**config.mk**
```make
export PLATFORM = sky130hd
export DESIGN_NAME = ctlport_cmd_runner
export DESIGN_NICKNAME = d
export VERILOG_FILES = /design/src/rtl/cmdrun_pkg.sv /design/src/rtl/cmdrun_limits.sv /design/src/rtl/cmdrun_finish.sv /design/src/rtl/cmdrun_judge.sv /design/src/rtl/ctlport_cmd_runner.sv
export SDC_FILE = /design/constraint.sdc
export NUM_CORES = 1
export LEC_CHECK = 0
export BUFFER_PORTS_ARGS = -buffer_cell sky130_fd_sc_hd__buf_2
export CELL_PAD_IN_SITES_DETAIL_PLACEMENT = 1
export CELL_PAD_IN_SITES_GLOBAL_PLACEMENT = 2
export CORE_ASPECT_RATIO = 2
export CORE_MARGIN = 3
export CORE_UTILIZATION = 33
export CTS_CLUSTER_DIAMETER = 40
export DETAILED_ROUTE_END_ITERATION = 16
export GPL_ROUTABILITY_DRIVEN = 0
export MAX_ROUTING_LAYER = met4
export PLACE_DENSITY = 0.81
export SYNTH_ARGS = -nofsm -noshare
export SYNTH_HDL_FRONTEND = slang
export SYNTH_SLANG_ARGS = --single-unit
```
**constraint.sdc**
```tcl
create_clock -name clk -period 2.7 [get_ports clk]
set_clock_uncertainty 0.05 [all_clocks]
set_input_delay 0.405 -clock clk [delete_from_list [all_inputs] [get_ports clk]]
set_output_delay 0.405 -clock clk [all_outputs]
set_load 0.02 [all_outputs]
```
**src/rtl/cmdrun_pkg.sv**
```systemverilog
package cmdrun_pkg;

  localparam int DATA_W = 16;

  typedef enum logic [1:0] {
    WK_PLAIN = 2'd0,
    WK_STEP  = 2'd1,
    WK_HALT  = 2'd2,
    WK_SPARE = 2'd3
  } wait_kind_e;

  typedef enum logic [1:0] {
    VD_PASS = 2'd0,
    VD_FAIL = 2'd1,
    VD_TMO  = 2'd2,
    VD_NONE = 2'd3
  } verdict_e;

  typedef enum logic [2:0] {
    ST_IDLE,
    ST_ISSUE,
    ST_WAIT,
    ST_RST,
    ST_HOLD
  } run_state_e;

  // Masked comparison: set bits of dc are ignored.
  function automatic logic masked_match(input logic [DATA_W-1:0] got,
                                        input logic [DATA_W-1:0] want,
                                        input logic [DATA_W-1:0] dc);
    return ((got ^ want) & ~dc) == '0;
  endfunction

  // Verdict of one error flag pair; VD_NONE when neither side is set.
  function automatic verdict_e flag_pair(input logic seen, input logic expd);
    if (!seen && !expd) return VD_NONE;
    return (seen && expd) ? VD_PASS : VD_FAIL;
  endfunction

endpackage

```
**src/rtl/cmdrun_limits.sv**
```systemverilog
module cmdrun_limits
  import cmdrun_pkg::*;
#(
  parameter int TO_W     = 16,
  parameter int DEF_PLN  = 50,
  parameter int DEF_STP  = 100,
  parameter int DEF_HLT  = 5000
) (
  input  logic            clk,
  input  logic            rst_n,
  input  logic            cfg_we,
  input  logic [1:0]      cfg_sel,
  input  logic [TO_W-1:0] cfg_val,
  input  wait_kind_e      kind,
  output logic [TO_W-1:0] limit
);
  localparam int NSLOT = 3;
  localparam logic [TO_W-1:0] DEFS [NSLOT] =
    '{TO_W'(DEF_PLN), TO_W'(DEF_STP), TO_W'(DEF_HLT)};

  logic [TO_W-1:0] slot_q [NSLOT];

  for (genvar i = 0; i < NSLOT; i++) begin : g_slot
    always_ff @(posedge clk or negedge rst_n) begin
      if (!rst_n)                          slot_q[i] <= DEFS[i];
      else if (cfg_we && cfg_sel == 2'(i)) slot_q[i] <= cfg_val;
    end
  end

  // A budget of zero waiting cycles is stretched to one.
  function automatic logic [TO_W-1:0] eff_limit(input logic [TO_W-1:0] raw);
    return (raw == '0) ? TO_W'(1) : raw;
  endfunction

  always_comb begin
    unique case (kind)
      WK_STEP: limit = eff_limit(slot_q[1]);
      WK_HALT: limit = eff_limit(slot_q[2]);
      default: limit = eff_limit(slot_q[0]);
    endcase
  end

endmodule

```
**src/rtl/cmdrun_finish.sv**
```systemverilog
module cmdrun_finish
  import cmdrun_pkg::*;
(
  input  wait_kind_e kind,
  input  logic       ack,
  input  logic       busy,
  input  logic       run,
  input  logic       step,
  output logic       met
);
  always_comb begin
    unique case (kind)
      WK_STEP: met = !busy && !step;
      WK_HALT: met = !busy && !run;
      default: met = ack;
    endcase
  end
endmodule

```
**src/rtl/cmdrun_judge.sv**
```systemverilog
module cmdrun_judge
  import cmdrun_pkg::*;
(
  input  logic              err,
  input  logic              err_exp,
  input  logic              merr,
  input  logic              merr_exp,
  input  logic              chk_en,
  input  logic [DATA_W-1:0] dout,
  input  logic [DATA_W-1:0] want,
  input  logic [DATA_W-1:0] dc,
  output verdict_e          verdict
);
  verdict_e e_vd, m_vd;

  always_comb begin
    e_vd = flag_pair(err, err_exp);
    m_vd = flag_pair(merr, merr_exp);
    if (e_vd != VD_NONE)      verdict = e_vd;
    else if (m_vd != VD_NONE) verdict = m_vd;
    else if (chk_en)          verdict = masked_match(dout, want, dc) ? VD_PASS : VD_FAIL;
    else                      verdict = VD_PASS;
  end
endmodule

```
**src/rtl/ctlport_cmd_runner.sv**
```systemverilog
module ctlport_cmd_runner
  import cmdrun_pkg::*;
#(
  parameter int FUNC_W   = 5,
  parameter int REG_W    = 3,
  parameter int TO_W     = 16,
  parameter int TO_PLAIN = 50,
  parameter int TO_STEP  = 100,
  parameter int TO_HALT  = 5000,
  parameter int HOLD_CYC = 9
) (
  input  logic              clk,
  input  logic              rst_n,
  input  logic              cfg_we,
  input  logic [1:0]        cfg_sel,
  input  logic [TO_W-1:0]   cfg_val,
  input  logic              cmd_valid,
  output logic              cmd_ready,
  input  logic [FUNC_W-1:0] cmd_func,
  input  logic [REG_W-1:0]  cmd_reg,
  input  logic [15:0]       cmd_wdata,
  input  logic              cmd_chk,
  input  logic [15:0]       cmd_exp,
  input  logic [15:0]       cmd_msk,
  input  logic [1:0]        cmd_wait,
  input  logic              cmd_err_exp,
  input  logic              cmd_merr_exp,
  output logic              port_req,
  output logic [FUNC_W-1:0] port_func,
  output logic [REG_W-1:0]  port_reg,
  output logic [15:0]       port_din,
  input  logic              port_ack,
  input  logic              port_busy,
  input  logic              port_err,
  input  logic              port_merr,
  input  logic              port_run,
  input  logic              port_step,
  input  logic [15:0]       port_dout,
  output logic              cpu_rst,
  output logic              res_done,
  output logic [1:0]        res_verdict,
  output logic [TO_W:0]     res_cycles
);
  localparam int CNT_W  = TO_W + 1;
  localparam int HOLD_W = (HOLD_CYC > 1) ? $clog2(HOLD_CYC) : 1;

  run_state_e        st_q;
  logic [FUNC_W-1:0] d_func;
  logic [REG_W-1:0]  d_reg;
  logic [15:0]       d_wdata, d_exp, d_msk;
  logic              d_chk, d_eexp, d_mexp;
  wait_kind_e        d_kind;
  logic [TO_W-1:0]   lim_q, wcnt_q;
  logic [HOLD_W-1:0] hcnt_q;
  logic              done_q;
  verdict_e          vd_q;
  logic [CNT_W-1:0]  cyc_q;

  // Named internal events.
  logic       accept, cond_met, done_ok, tmo_hit, last_slot;
  logic [TO_W-1:0] lim_sel;
  verdict_e   judged;

  cmdrun_limits #(.TO_W(TO_W), .DEF_PLN(TO_PLAIN), .DEF_STP(TO_STEP), .DEF_HLT(TO_HALT)) u_lim (
    .clk(clk), .rst_n(rst_n), .cfg_we(cfg_we), .cfg_sel(cfg_sel), .cfg_val(cfg_val),
    .kind(wait_kind_e'(cmd_wait)), .limit(lim_sel)
  );

  cmdrun_finish u_fin (
    .kind(d_kind), .ack(port_ack), .busy(port_busy), .run(port_run), .step(port_step),
    .met(cond_met)
  );

  cmdrun_judge u_jdg (
    .err(port_err), .err_exp(d_eexp), .merr(port_merr), .merr_exp(d_mexp),
    .chk_en(d_chk), .dout(port_dout), .want(d_exp), .dc(d_msk), .verdict(judged)
  );

  function automatic logic [CNT_W-1:0] used_cycles(input logic [TO_W-1:0] waited);
    return CNT_W'(waited) + CNT_W'(2);
  endfunction

  assign cmd_ready = (st_q == ST_IDLE);
  assign accept    = cmd_valid && cmd_ready;
  assign last_slot = (wcnt_q == lim_q - TO_W'(1));
  assign done_ok   = (st_q == ST_WAIT) && cond_met;
  assign tmo_hit   = (st_q == ST_WAIT) && !cond_met && last_slot;

  always_ff @(posedge clk or negedge rst_n) begin
    if (!rst_n) begin
      d_func <= '0; d_reg <= '0; d_wdata <= '0; d_exp <= '0; d_msk <= '0;
      d_chk  <= 1'b0; d_eexp <= 1'b0; d_mexp <= 1'b0; d_kind <= WK_PLAIN;
      lim_q  <= TO_W'(1);
    end else if (accept) begin
      d_func <= cmd_func; d_reg <= cmd_reg; d_wdata <= cmd_wdata;
      d_exp  <= cmd_exp;  d_msk <= cmd_msk; d_chk <= cmd_chk;
      d_eexp <= cmd_err_exp; d_mexp <= cmd_merr_exp;
      d_kind <= wait_kind_e'(cmd_wait);
      lim_q  <= lim_sel;
    end
  end

  always_ff @(posedge clk or negedge rst_n) begin
    if (!rst_n) begin
      st_q   <= ST_IDLE;
      wcnt_q <= '0;
      hcnt_q <= '0;
      done_q <= 1'b0;
      vd_q   <= VD_PASS;
      cyc_q  <= '0;
    end else begin
      done_q <= 1'b0;
      unique case (st_q)
        ST_IDLE:  if (accept) st_q <= ST_ISSUE;
        ST_ISSUE: begin
          wcnt_q <= '0;
          st_q   <= ST_WAIT;
        end
        ST_WAIT: begin
          if (done_ok || tmo_hit) begin
            done_q <= 1'b1;
            vd_q   <= done_ok ? judged : VD_TMO;
            cyc_q  <= used_cycles(wcnt_q);
            st_q   <= done_ok ? ST_IDLE : ST_RST;
          end else begin
            wcnt_q <= wcnt_q + TO_W'(1);
          end
        end
        ST_RST: begin
          hcnt_q <= '0;
          st_q   <= ST_HOLD;
        end
        ST_HOLD: begin
          if (hcnt_q == HOLD_W'(HOLD_CYC - 1)) st_q <= ST_IDLE;
          else                                  hcnt_q <= hcnt_q + HOLD_W'(1);
        end
        default: st_q <= ST_IDLE;
      endcase
    end
  end

  assign port_req    = (st_q == ST_ISSUE);
  assign port_func   = d_func;
  assign port_reg    = d_reg;
  assign port_din    = d_wdata;
  assign cpu_rst     = (st_q == ST_RST);
  assign res_done    = done_q;
  assign res_verdict = vd_q;
  assign res_cycles  = cyc_q;

endmodule

```
Yosys cells after proc, flatten, opt, wreduce, memory -nomap -nowiden
Index checks and enable logic that the tools add are counted.
{"block": "word_totals", "regBits": 168, "output_inout_bits": 47}
{"block": "classes", "n_addsub": 4, "eq_ne": 19, "muxes": 29, "bitwise_logic": 3, "reduce_logical": 34}
{"operator": "16-bit zero test", "n": 4}
{"operator": "16-bit two-way mux", "n": 4}
{"operator": "16-bit one-hot mux with 2 select lines", "n": 2}
{"operator": "2-bit two-way mux", "n": 9}
{"operator": "16-bit by 2-bit adder with 17-bit output (second input constant)", "n": 1}
{"operator": "16-bit by 1-bit adder with 16-bit output (second input constant)", "n": 1}
{"operator": "16-bit AND", "n": 1}
{"operator": "16-bit equality test", "n": 1}
{"operator": "16-bit inverter", "n": 1}
{"operator": "16-bit by 1-bit subtractor with 16-bit output (second input constant)", "n": 1}
{"operator": "16-bit XOR", "n": 1}
{"operator": "3-bit one-hot mux with 5 select lines", "n": 1}
{"operator": "1-bit logical AND", "n": 13}
{"operator": "2-bit != test (second input constant)", "n": 5}
{"operator": "3-bit two-way mux", "n": 3}
{"operator": "1-bit zero test", "n": 8}
{"operator": "4-bit one-hot mux with 2 select lines", "n": 1}
{"operator": "1-bit two-way mux", "n": 7}
{"operator": "2-bit by 1-bit equality test with 1-bit output (second input constant)", "n": 3}
{"operator": "2-bit equality test (second input constant)", "n": 3}
{"operator": "3-bit by 2-bit equality test with 1-bit output (second input constant)", "n": 2}
{"operator": "2-bit AND reduction", "n": 3}
{"operator": "4-bit by 1-bit adder with 4-bit output (second input constant)", "n": 1}
{"operator": "4-bit equality test (second input constant)", "n": 1}
{"operator": "10 further kinds", "n": 12}

Logic depth before layout (Yosys ltp)
{"block": "logic_depth", "depth_word": 9, "mapped_depth": 11, "mapped_depth_nobuf": 9}

Modules after synthesis
A second synthesis with hierarchy kept.
{"block": "unflattened", "hier_cells": 680, "area_unflattened_um2": 8165.3}
{"module": "ctlport_cmd_runner", "instances": 1, "cells_per_inst": 454, "area_each_um2": 5592.9, "seq_area_each_um2": 3004.1}
{"module": "cmdrun_limits", "instances": 1, "cells_per_inst": 186, "area_each_um2": 2273.4, "seq_area_each_um2": 1214.9}
{"module": "cmdrun_judge", "instances": 1, "cells_per_inst": 35, "area_each_um2": 251.5, "seq_area_each_um2": 0.0}
{"module": "cmdrun_finish", "instances": 1, "cells_per_inst": 5, "area_each_um2": 47.5, "seq_area_each_um2": 0.0}

Least setup slack after synthesis
OpenSTA, ideal clock, no wires.
{"block": "synth_timing", "path_type": "flip-flop to flip-flop", "startpoint": "register lim_q[0]", "endpoint": "register cyc_q[16], in the netlist res_cycles[16]", "setup_time_ns": 0.127, "t_arrival_ns": 2.777, "slack_ns": -0.255, "path_stages_with_launch": 12, "period_less_slack_ns": 2.955, "path_cell_list": "dfstp_2 -> inv_1 -> ha_1 -> nor4b_1 -> and2_1 -> o211a_1 -> o31a_1 -> nor4_4 -> or2_1 -> buf_6 -> buf_8 -> mux2_1"}
{"block": "synth_via", "elab_chain_cells": 5}
{"element": "start: declaration", "line": "ctlport_cmd_runner.sv:53", "source": "logic [TO_W-1:0] lim_q, wcnt_q;"}
{"element": "start signal: assignment", "line": "ctlport_cmd_runner.sv:99", "source": "lim_q <= lim_sel;"}
{"element": "16-bit by 1-bit subtractor with 16-bit output", "line": "ctlport_cmd_runner.sv:85", "source": "assign last_slot = (wcnt_q == lim_q - TO_W'(1));"}
{"element": "16-bit equality test", "line": "ctlport_cmd_runner.sv:85"}
{"element": "1-bit logical AND", "line": "ctlport_cmd_runner.sv:87", "source": "assign tmo_hit = (st_q == ST_WAIT) && !cond_met && last_slot;"}
{"element": "1-bit logical OR", "line": "ctlport_cmd_runner.sv:120", "source": "if (done_ok || tmo_hit) begin"}
{"element": "2-bit AND reduction (no line)"}
{"element": "end signal: assignment", "line": "ctlport_cmd_runner.sv:123", "source": "cyc_q <= used_cycles(wcnt_q);"}
{"element": "end: declaration", "line": "ctlport_cmd_runner.sv:57", "source": "logic [CNT_W-1:0] cyc_q;"}
Every way passes these cells.
A chain may end at the register's enable or synchronous reset.

Worst setup path after layout
{"block": "layout_timing", "startpoint": "register lim_q[1]", "endpoint": "register cyc_q[10], in the netlist res_cycles[10]"}
The elaborated chain is that of the path after synthesis.

==> metrics list <==
- Antenna Nets Post-Route: 0
- Of the available clock period, the critical path in the final layout requires 1.06.
* Required time worst endpoint: slightly below 3 ns
- For this run, the slowest stage of the critical path takes about 0.42 ns.
* Post-synthesis simple-gate area fraction: 0.117
- Count of boundary I/O pins: around 150
- By area, the combinational part of the netlist is dominated by multiplexers.
- Critical-path cell with the highest stage delay: sky130_fd_sc_hd__dfrtp_1
- Xor and xnor fraction of the mapped netlist area: 0.0487
- The mapped netlist covers roughly 8000 sq um.
- The run finished, with violations left.
* Fraction of synthesized area in multiplexers: 0.171
* Largest net degree at the start of global routing: 61
- In this run the power density over the cells is ~1000 nW/um^2.
- In the global route stage, met3 resource usage came out at 0.0386.
- CTS built an H-tree with a depth of 4.
* Number of flip-flops under the largest register name: 48
- The checks that failed: setup timing.
- Via count of the first global-routing pass: 6,600
- Worst-case setup slack after placement: -0.151 ns
* Area of the core region: 24,000 sq um
- Register ranked first by flip-flop count: u_lim.slot_q
- The worst setup path is captured at a flop.
- The cell family contributing the most delay on the critical path is simple AND/OR/NAND/NOR gates.
- The finished layout holds approximately 1,200 standard cells, fillers aside.
- Row generation in the floorplan step produced 80 rows.
* Layout cell share with drive strength beyond 1: 0.429
* Total Routed Length: 23,400 microns
- Highest attainable clock frequency: about 350 MHz
- The most used flip-flop cell after synthesis is sky130_fd_sc_hd__dfrtp_1.
- Iteration-0 DRC count of the detailed router: roughly 230
- In this run the worst hold path is classified as in -> reg.
* Compound-Gate Fraction of Synth Area: 0.101
* Proportion of synthesized flip-flops having asynchronous set or reset: 1.00
* Crit path buffers/inverters: 2
* DRC violation count after routing: 0
* Setup total negative slack: -1.70 ns
- Clock latency at the later pin of the worst-skew pair: about 0.45 ns
* Crit path launch type: flop
- In this run, synthesis produced a sequential element count of between 150 and 200.
- Arrival time of data at the critical path endpoint: ~3.1 ns
- In this run the clock root is driven by a sky130_fd_sc_hd__clkbuf_16.
- By count the netlist is led by 156 x sky130_fd_sc_hd__dfrtp_1, 117 x sky130_fd_sc_hd__mux2_2, 39 x sky130_fd_sc_hd__nand2_1.
- Clock sink count: roughly 170
- Detailed-route wire length per cell: roughly 20 microns
- Dividing the detail-routed via count by the number of cells gives 5.20.
- After legalization and detailed placement, the total HPWL measured between 15,000 and 20,000 microns.
- Traced cell by cell, the critical path runs through inv_2 -> ha_4 -> nor4b_4 -> and2_4 -> mux2i_4 -> nand4_1 -> nor4_4 -> or2_4 -> clkbuf_16 -> mux2_2.
- Total clock buffers created by CTS: 17
- Syn nets: between 800 and 900
- In the global route stage, overall resource usage came out at 0.187.
- Across all setup checks in the final design, the least slack found is -0.158 ns.
- First-pass GRT wire length: about 36,000 microns
- The global routing stage identified its most utilized layer as met2.
- Measured against its own limit, the worst slew margin works out to 0.578.
- Of the total synthesized cell area, the portion taken by full adders, half adders and majority gates is 0.0124.
- The hold violation count in the final report is 0.
* Fraction of the yosys area taken by sequential cells: 0.522
* Total congestion overflow after global routing: 0
* Post-synthesis area per instance: approximately 12 sq um
- The count of final max-slew check failures was 0.
* Met2 Use GR: 0.350
- Vertical die dimension: 227 microns
* Leakage component of the power: 4.59 nW
- Max_cap viols: 0
- Number of cells produced by synthesis: between 700 and 800
* Number of port buffers: between 150 and 200
- Final-report setup violation count: 21
- Number of placed cells counting well taps: 1,154
- The pre-antenna-repair detailed-routing pass consisted of 5 iterations.
* CTS tree: done
* Yosys warns: 0
- After synthesis, the cell types taking the most area are sky130_fd_sc_hd__dfrtp_1 48%, sky130_fd_sc_hd__mux2_2 16%, sky130_fd_sc_hd__xnor2_1 4.1%.
* Most frequent cell after synthesis: sky130_fd_sc_hd__dfrtp_1
- The number of antenna violations at the first check in global routing is 6.
- The die is 117 microns wide.
- Top cell type's share of synthesized area: 0.483
- Total Die Area: between 20,000 and 30,000 sq um
- The routed design could run at a clock period as short as about 2.9 ns.
* Max Fanout on Critical Path: 6
- Library cell with the largest summed area after synthesis: sky130_fd_sc_hd__dfrtp_1
- Counting along the longest clock path gives a buffer depth of 2.
* Count of nets after finishing: 1,005
* Number of flops mapped to enable cells by yosys: 0
- Unrepaired setup endpoints after global routing: true
* Actual slew at the worst max-slew pin: between 0.6 and 0.7 ns
* GRT met1 Usage: 0.179
* Layout overhead on the synthesized area: 26.9%
- Initial Utilization: 0.337
* Critical setup path kind: reg -> reg
* Post-synth cell types: 58
- Peak supply drop: roughly 0.42 mV
- Clock-pin slew was measured on the worst setup and hold paths at ~0.070 ns.
- Via count: a little over 6,000
==> worst reg2reg max path, cell delays in order (launching register included) <==
cell and delay, ns:
sky130_fd_sc_hd__dfrtp_1 0.42, sky130_fd_sc_hd__inv_2 0.08, sky130_fd_sc_hd__ha_4 0.15, sky130_fd_sc_hd__nor4b_4 0.37, sky130_fd_sc_hd__and2_4 0.26, sky130_fd_sc_hd__mux2i_4 0.26
sky130_fd_sc_hd__nand4_1 0.17, sky130_fd_sc_hd__nor4_4 0.32, sky130_fd_sc_hd__or2_4 0.20, sky130_fd_sc_hd__clkbuf_16 0.15, sky130_fd_sc_hd__mux2_2 0.32
==> layer usage <==
layer / share of wire / up-vias
met3: 0.019 / 39
met4: 0.031 / 0
met2: 0.60 / 90
li1: - / 2941
met5: 0 / -
met1: 0.35 / 3159
==> power breakdown <==
group | switching (W) | total, W | internal (W)
clock network | 0.00101 | 0.00235 | 0.00134
registers | 0.000666 | 0.00408 | 0.00341
logic | 0.00222 | 0.00433 | 0.00211
total | 0.00390 | 0.0108 | 0.00686
==> per-stage QoR <==
step	power, W	cell area (sq um)	utilization	hold slack (ns)
floorplan	0.00666	8120	-	0.0594
global placement	0.00810	9530	0.397	0.371
detailed placement	0.00825	9530	0.397	0.377
CTS	0.0107	10100	0.421	0.106
global route	0.0115	10300	0.427	0.117
finish	0.0108	10300	0.427	0.134
==> cell families after synthesis <==
kind of cell	Yosys count
compound gates	130
buf+inv	53
mux	123
flops	168
simple gates	174
fa+ha+maj	8
xor+xnor	45
==> cells in the final DEF (no fill, tap or decap), types with 5 or more instances in the layout <==
cell type                   instances
sky130_fd_sc_hd__o22ai_1            9
sky130_fd_sc_hd__clkbuf_1           5
sky130_fd_sc_hd__nand3_1           17
sky130_fd_sc_hd__dfrtp_1          156
sky130_fd_sc_hd__o31ai_1            6
sky130_fd_sc_hd__nand2_1           38
sky130_fd_sc_hd__xnor2_1           38
sky130_fd_sc_hd__mux2_4             7
sky130_fd_sc_hd__or3_1             11
sky130_fd_sc_hd__dfstp_2           12
sky130_fd_sc_hd__nor2b_1            5
sky130_fd_sc_hd__nor4_1            13
sky130_fd_sc_hd__and3_1            12
sky130_fd_sc_hd__mux2_2           111
sky130_fd_sc_hd__o211ai_1           9
sky130_fd_sc_hd__xor2_1             7
sky130_fd_sc_hd__buf_2            150
sky130_fd_sc_hd__inv_1             13
sky130_fd_sc_hd__o21ai_0           29
sky130_fd_sc_hd__nand4_1            8
sky130_fd_sc_hd__a21oi_2            6
sky130_fd_sc_hd__a21oi_1           32
sky130_fd_sc_hd__buf_4             50
sky130_fd_sc_hd__nor2_1            23
sky130_fd_sc_hd__a22oi_1           15
sky130_fd_sc_hd__clkbuf_16         18
sky130_fd_sc_hd__a211oi_1           5
sky130_fd_sc_hd__diode_2            6
sky130_fd_sc_hd__nor3_1            17
sky130_fd_sc_hd__ha_1               7
==> cell type report <==
type,instances,area [sq um]
Clock inverter,6,67.6
Timing Repair Buffer,209,1280
Antenna cell,6,15.0
Inverter,16,60.1
Clock buffer,25,485
Multi-Input combinational cell,480,3780
Tap cell,287,359
Sequential cell,168,4220
Fill cell,2660,13800
==> final timing paths <==
check	start	end	slack, ns	cells after the start
min in group asynchronous	rst_n	port_func[4]$_DFFE_PN0P_	0.46	2
setup reg to reg	lim_q[1]$_DFFE_PN0P_	res_cycles[10]$_DFFE_PN0P_	-0.16	10
max in group asynchronous	rst_n	u_lim.slot_q[21]$_DFFE_PN1P_	1.37	3
setup / recovery	lim_q[1]$_DFFE_PN0P_	res_cycles[10]$_DFFE_PN0P_	-0.16	10
hold reg to reg	d_kind[0]$_DFFE_PN0P_	d_kind[0]$_DFFE_PN0P_	0.43	2
hold / removal	cmd_exp[11]	d_exp[11]$_DFFE_PN0P_	0.13	2
==> what timing repair did <==
item                       4_1_cts  5_1_grt
setup endpoints to repair       21       34
cloned                           0        1
pin swaps                        2        7
setup buffers                    0        5
hold endpoints to repair        51        0
hold buffers                     1        0
resized for setup                4       21
Power figures use the tool's default switching activity.
